## config.mk

```make
export PLATFORM = sky130hd
export DESIGN_NAME = wdog_locked
export DESIGN_NICKNAME = d
export VERILOG_FILES = /design/src/rtl/wdog_pkg.sv /design/src/rtl/wdog_ctrl.sv /design/src/rtl/wdog_datapath.sv /design/src/rtl/wdog_locked.sv
export SDC_FILE = /design/constraint.sdc
export NUM_CORES = 1
export LEC_CHECK = 0
export BUFFER_PORTS_ARGS = -buffer_cell sky130_fd_sc_hd__buf_2
export CORE_MARGIN = 10
export CORE_UTILIZATION = 28
export CTS_CLUSTER_SIZE = 30
export DETAILED_ROUTE_END_ITERATION = 7
export PLACE_DENSITY_LB_ADDON = 0.25
export SETUP_SLACK_MARGIN = 0.1
export SYNTH_ARGS = -nofsm -noshare
export SYNTH_HDL_FRONTEND = slang
export SYNTH_SLANG_ARGS = --single-unit
```

## constraint.sdc

```tcl
create_clock -name clk -period 11 [get_ports clk]
set_input_delay 1.1 -clock clk [delete_from_list [all_inputs] [get_ports clk]]
set_output_delay 1.1 -clock clk [all_outputs]
set_load 0.01 [all_outputs]
```

## src/rtl/wdog_pkg.sv

```systemverilog
package wdog_pkg;
  localparam int PRE_W    = 3;
  localparam int PRE_LSB  = 0;
  localparam int EN_BIT   = 3;
  localparam int CE_BIT   = 4;
  localparam int FLAG_BIT = 0;

  typedef struct packed {
    logic             applyHit;
    logic [PRE_W-1:0] newPrescale;
    logic             newEnable;
    logic             clearFlag;
  } ctrlStrobe_t;
endpackage

```

## src/rtl/wdog_ctrl.sv

```systemverilog
module wdog_ctrl
  import wdog_pkg::*;
#(
  parameter int WINDOW = 4
) (
  input  logic        clk,
  input  logic        rstN,
  input  logic        wrEn,
  input  logic        wrSel,
  input  logic [7:0]  wrData,
  output ctrlStrobe_t strb,
  output logic        changeEn
);
  localparam int WIN_W = $clog2(WINDOW + 1);

  logic [WIN_W-1:0] winLeft;
  logic ctrlWr, unlockHit;

  assign ctrlWr    = wrEn && !wrSel;
  assign unlockHit = ctrlWr && wrData[CE_BIT] && wrData[EN_BIT];

  always_comb begin
    strb.applyHit    = ctrlWr && !wrData[CE_BIT] && (winLeft != '0);
    strb.newPrescale = wrData[PRE_LSB +: PRE_W];
    strb.newEnable   = wrData[EN_BIT];
    strb.clearFlag   = wrEn && wrSel && !wrData[FLAG_BIT];
  end

  always_ff @(posedge clk or negedge rstN) begin
    if (!rstN)                winLeft <= '0;
    else if (unlockHit)       winLeft <= WIN_W'(WINDOW);
    else if (strb.applyHit)   winLeft <= '0;
    else if (winLeft != '0)   winLeft <= winLeft - 1'b1;
  end

  assign changeEn = (winLeft != '0);

  // a closed window stays closed unless a fresh unlock write arrives
  assert_window_closed_R3: assert property (@(posedge clk) disable iff (!rstN)
    (!changeEn && !unlockHit) |=> !changeEn);
  // an accepted follow-up write closes the window
  assert_apply_closes_R2: assert property (@(posedge clk) disable iff (!rstN)
    strb.applyHit |=> !changeEn);
  // an unlock write opens the window
  assert_unlock_opens_R1: assert property (@(posedge clk) disable iff (!rstN)
    unlockHit |=> changeEn);
endmodule

```

## src/rtl/wdog_datapath.sv

```systemverilog
module wdog_datapath
  import wdog_pkg::*;
#(
  parameter int BASE_EXP = 11
) (
  input  logic             clk,
  input  logic             rstN,
  input  logic             safetyLock,
  input  logic             restart,
  input  ctrlStrobe_t      strb,
  output logic [PRE_W-1:0] prescale,
  output logic             effEnable,
  output logic             flag,
  output logic             resetReq
);
  localparam int CW = BASE_EXP + (1 << PRE_W);

  logic          enableReg;
  logic [CW-1:0] count, lastCount;
  logic          hit;

  assign effEnable = enableReg || safetyLock || flag;
  assign lastCount = ({{(CW-1){1'b0}}, 1'b1} << (CW'(BASE_EXP) + CW'(prescale))) - CW'(1);
  assign hit       = effEnable && !restart && (count >= lastCount);

  always_ff @(posedge clk or negedge rstN) begin
    if (!rstN) begin
      prescale  <= '0;
      enableReg <= 1'b0;
    end else if (strb.applyHit) begin
      prescale  <= strb.newPrescale;
      enableReg <= strb.newEnable || safetyLock || flag;
    end
  end

  always_ff @(posedge clk or negedge rstN) begin
    if (!rstN)                   count <= '0;
    else if (!effEnable || restart || hit) count <= '0;
    else                         count <= count + 1'b1;
  end

  always_ff @(posedge clk or negedge rstN) begin
    if (!rstN) begin
      flag     <= 1'b0;
      resetReq <= 1'b0;
    end else begin
      resetReq <= hit;
      if (hit)                 flag <= 1'b1;
      else if (strb.clearFlag) flag <= 1'b0;
    end
  end

  // a follow-up write under the flag or the safety level keeps enable set
  assert_forced_on_R6: assert property (@(posedge clk) disable iff (!rstN)
    (strb.applyHit && (safetyLock || flag)) |=> enableReg);
  // the reset request is a single-cycle pulse
  assert_pulse_once_R7: assert property (@(posedge clk) disable iff (!rstN)
    resetReq |=> !resetReq);
  // the sticky flag is set whenever a reset is requested
  assert_flag_with_req_R7: assert property (@(posedge clk) disable iff (!rstN)
    resetReq |-> flag);
  // the restart strobe clears the counter
  assert_restart_clears_R8: assert property (@(posedge clk) disable iff (!rstN)
    restart |=> (count == '0));
  // a disabled watchdog never requests a reset
  assert_idle_quiet_R8: assert property (@(posedge clk) disable iff (!rstN)
    !effEnable |=> !resetReq);
endmodule

```

## src/rtl/wdog_locked.sv

```systemverilog
module wdog_locked
  import wdog_pkg::*;
#(
  parameter int BASE_EXP = 11,
  parameter int WINDOW   = 4
) (
  input  logic       clk,
  input  logic       rstN,
  input  logic       safetyLock,
  input  logic       wrEn,
  input  logic       wrSel,
  input  logic [7:0] wrData,
  input  logic       restart,
  output logic [7:0] ctrlRead,
  output logic [7:0] statusRead,
  output logic       resetReq
);
  ctrlStrobe_t      strb;
  logic             changeEn, effEnable, flag;
  logic [PRE_W-1:0] prescale;

  wdog_ctrl #(.WINDOW(WINDOW)) u_ctrl (
    .clk(clk), .rstN(rstN), .wrEn(wrEn), .wrSel(wrSel), .wrData(wrData),
    .strb(strb), .changeEn(changeEn)
  );

  wdog_datapath #(.BASE_EXP(BASE_EXP)) u_dp (
    .clk(clk), .rstN(rstN), .safetyLock(safetyLock), .restart(restart),
    .strb(strb), .prescale(prescale), .effEnable(effEnable), .flag(flag),
    .resetReq(resetReq)
  );

  always_comb begin
    ctrlRead = '0;
    ctrlRead[PRE_LSB +: PRE_W] = prescale;
    ctrlRead[EN_BIT] = effEnable;
    ctrlRead[CE_BIT] = changeEn;
    statusRead = '0;
    statusRead[FLAG_BIT] = flag;
  end

  // the safety level keeps the watchdog enabled
  assert_safety_on_R5: assert property (@(posedge clk) disable iff (!rstN)
    safetyLock |-> ctrlRead[EN_BIT]);
endmodule

```

==> flow_summary.json <==
{
  "status": "finished, final reports clean",
  "nFillCells": 862,
  "post-route-period-util_pct": 47.35,
  "drive_gt1_share_pct": 14.13,
  "cp_slowest_cell": "or3_1",
  "max_stage_delay_ns": 0.69,
  "io_pins": 31,
  "die_area_sq_um": 12370,
  "cts_root_buffer": "clkbuf_8",
  "cp_max_fo": 19,
  "dp_hpwl_mm": 4.039,
  "slew_violations": 0,
  "synthXorXnorAreaFrac_pct": 6.391,
  "path_clk_slew_ns": 0.10,
  "yosysSeqAreaShare_pct": 30.08,
  "ctsResizeCount": 0,
  "rows": 33,
  "cts_buffers": 3,
  "peakVddDrop_uv": 61.56,
  "ys_seq_elements": 28,
  "syn-cell-area_sq_um": 2330,
  "reg2reg_from": "u_dp.prescale[1]",
  "yosys_warnings": 0,
  "drc_errors": 0,
  "grt_setup_unrepaired": "no",
  "grt_max_degree": 29,
  "r2r_end": "u_dp.count[13]",
  "clkPwrFrac_pct": 13.5,
  "pwr-share-seq_pct": 30.1,
  "ff2ff_setup_slack_ns": 5.79,
  "synth_mux_area_share_pct": 1.396,
  "crit_type": "reg -> reg",
  "reg2regPathDepth": 17,
  "path_cells": "nor2_1 > inv_1 > ha_1 > inv_1 > nand2_1 > or3_1 > ha_1 > nor3_1 > nand2_1 > o21ai_0 > a21oi_1 > ha_1 > a22oi_2 > o211ai_1 > a221o_1 > or3_1 > a211oi_1",
  "finalCriticalPeriod_ns": 5.208,
  "ys_async_sr_fraction_pct": 100.0,
  "finalHoldViolCount": 0,
  "fmax_mhz": 192.0,
  "worst_slew_pin_slew_ns": 1.030,
  "final_cell_mix": "dfrtp_1 (28), nand2_1 (21), ha_1 (18), buf_2 (17)",
  "synth_area_leaders": "dfrtp_1 (30%), ha_1 (9.7%), buf_4 (4.5%), nor3_2 (3.9%), xnor2_1 (3.8%)",
  "portBuffers": 17,
  "synth_ff_type": "dfrtp_1",
  "placed_cells": 370,
  "antenna_found_initial": 0,
  "drtIter0Drc": 104,
  "nets": 302,
  "htreeDepth": 1,
  "start_util_pct": 28.50,
  "area_growth_pct": 4.082,
  "finalSetupViolCount": 0,
  "syn-instance-count": 266,
  "cts_tree": "done",
  "hold_ws_ns": 0.5324,
  "post_cts_buffers": 0,
  "routabilityCongestion": 0.8255,
  "dr_total_vias": 1897,
  "crit_required_ns": 11.19,
  "startpoint": "u_dp.prescale[1]",
  "synth-edff-count": 0,
  "hold_buffers": 0,
  "stdcell_count": 374,
  "wl_mm": 5.210,
  "max-cap-violations": 0,
  "grt_pass1_vias": 1838,
  "synth_largest_area_cell": "dfrtp_1",
  "final_antenna_net_count": 0,
  "crit_top_cell": "ha_1",
  "yosysTopAreaCellShare_pct": 30.08,
  "routedWlPerCell_um": 13.93,
  "intPower_w": 0.0002532,
  "dr.pass1.iters": 4,
  "layout_commonest_cell": "dfrtp_1",
  "grtUsageTotal_pct": 8.371,
  "diodes": 0,
  "dpl_cell_area_sq_um": 2370,
  "switching_share_pct": 47.83,
  "insertion_delay_ns": 0.28,
  "skew_ns": 0.006735,
  "power.density_nw_per_um2": 200.1,
  "fp.coreArea_sq_um": 8175,
  "crit_path_end": "u_dp.count[13]",
  "ys_types": 51,
  "overflow": 0,
  "p_leak_nw": 0.9959,
  "synth-compound-area-share_pct": 15.47,
  "synth_top_family_by_area": "simple AND/OR/NAND/NOR gates",
  "die_h_um": 111.2,
  "crit_path_start_kind": "flop",
  "clock_path_buffers": 2,
  "synth-simple-area-share_pct": 26.05,
  "synth_area_per_cell_sq_um": 8.758,
  "clock_sinks": 28,
  "total_power_w": 0.0004853,
  "min_path_type": "reg -> reg",
  "arrival_ns": 5.40,
  "slew_headroom_pct": 31.34,
  "fin_area_sq_um": 2425,
  "grt_pass1_wl_mm": 8.976,
  "synthAdderAreaFrac_pct": 9.667,
  "die_x_um": 111.2,
  "p_comb_share_pct": 56.3,
  "viasPerCell": 5.072,
  "tns_ns": 0,
  "endpoint_kind": "flop",
  "power_switching_w": 0.0002321
}
==> worst min-delay path by stage <==
stage	startpoint	end	depth (start not counted)
after floorplan	u_dp.count[0]	u_dp.count[0]	1
after global placement	u_dp.enableReg	u_dp.enableReg	2
after detailed placement	u_dp.count[0]	u_dp.count[0]	1
after CTS	u_dp.count[0]	u_dp.count[0]	1
after global routing	u_dp.count[0]	u_dp.count[0]	1
final	u_dp.count[0]	u_dp.count[0]	1
==> routing by layer <==
layer | routed length, um | up-vias | global-route usage (%)
met2 | 2418 | 47 | 13.68
met3 | 192 | 7 | 1.082
met4 | 98 | 0 | 3.428
li1 | - | 949 | -
met5 | 0 | - | 0
met1 | 2500 | 894 | 10.78
==> synth_stat cells, types with 7 or more instances <==
cell type	n
dfrtp_1	28
nand3_1	8
a21oi_1	16
nor2_1	15
xor2_1	7
ha_1	18
xnor2_1	10
nor3_2	9
buf_4	14
inv_1	11
nor3_1	16
o21ai_0	15
nand4_1	8
nand2_1	21
==> logic make-up (layout without fill, tap and decap cells) <==
kind of cell | Yosys count | in the layout
XOR/XNOR | 17 | 17
adder cells (fa/ha/maj) | 18 | 18
buffers and inverters | 38 | 32
multiplexers | 3 | 3
AND/OR/NAND/NOR | 105 | 105
other | 1 | 10
AO/OA/AOI/OAI | 56 | 56
flip-flops | 28 | 28
==> cell type report <==
class / instances / area, sq um / share of cell area, %
multi-input cells: 209 / 1411 / 58.20
flip-flops and latches: 28 / 700.7 / 28.90
well taps: 105 / 131.4 / 5.418
repair buffers: 17 / 85.08 / 3.509
clock buffers: 4 / 55.05 / 2.270
inverters: 11 / 41.29 / 1.703
==> power by group through the flow <==
stage	registers, W	logic, W	clock network [W]
floorplan	0.000132	0.000232	0
global placement	0.000148	0.000271	0
detailed placement	0.000148	0.000269	0
CTS	0.000146	0.000271	0.0000683
global route	0.000152	0.000311	0.0000719
finish	0.000146	0.000273	0.0000656
==> state kept, by name (all words and copies together), names as in the netlist <==
| register | flops |
|---|---|
| u_dp.count | 19 |
| u_dp.enableReg | 1 |
| u_dp.prescale | 3 |
| u_dp.flag | 1 |
| u_dp.resetReq | 1 |
| u_ctrl.winLeft | 3 |
==> worst max-delay path: cells and delay by family (launching register included) <==
family / cells / cell delay (ns)
AOI/OAI and AO/OA: 6 / 1.14
buffers and inverters: 2 / 0.39
adders and majority gates: 3 / 1.08
and+or+nand+nor: 6 / 1.93
DFF: 1 / 0.55
==> per-stage QoR <==
step	setup WS (ns)	utilization (%)
finish	5.792	29.66
global route	5.358	29.66
CTS	5.813	29.66
detailed placement	5.848	28.99
global placement	5.764	28.99
floorplan	6.536	-
(Power assumes the default switching activity.)
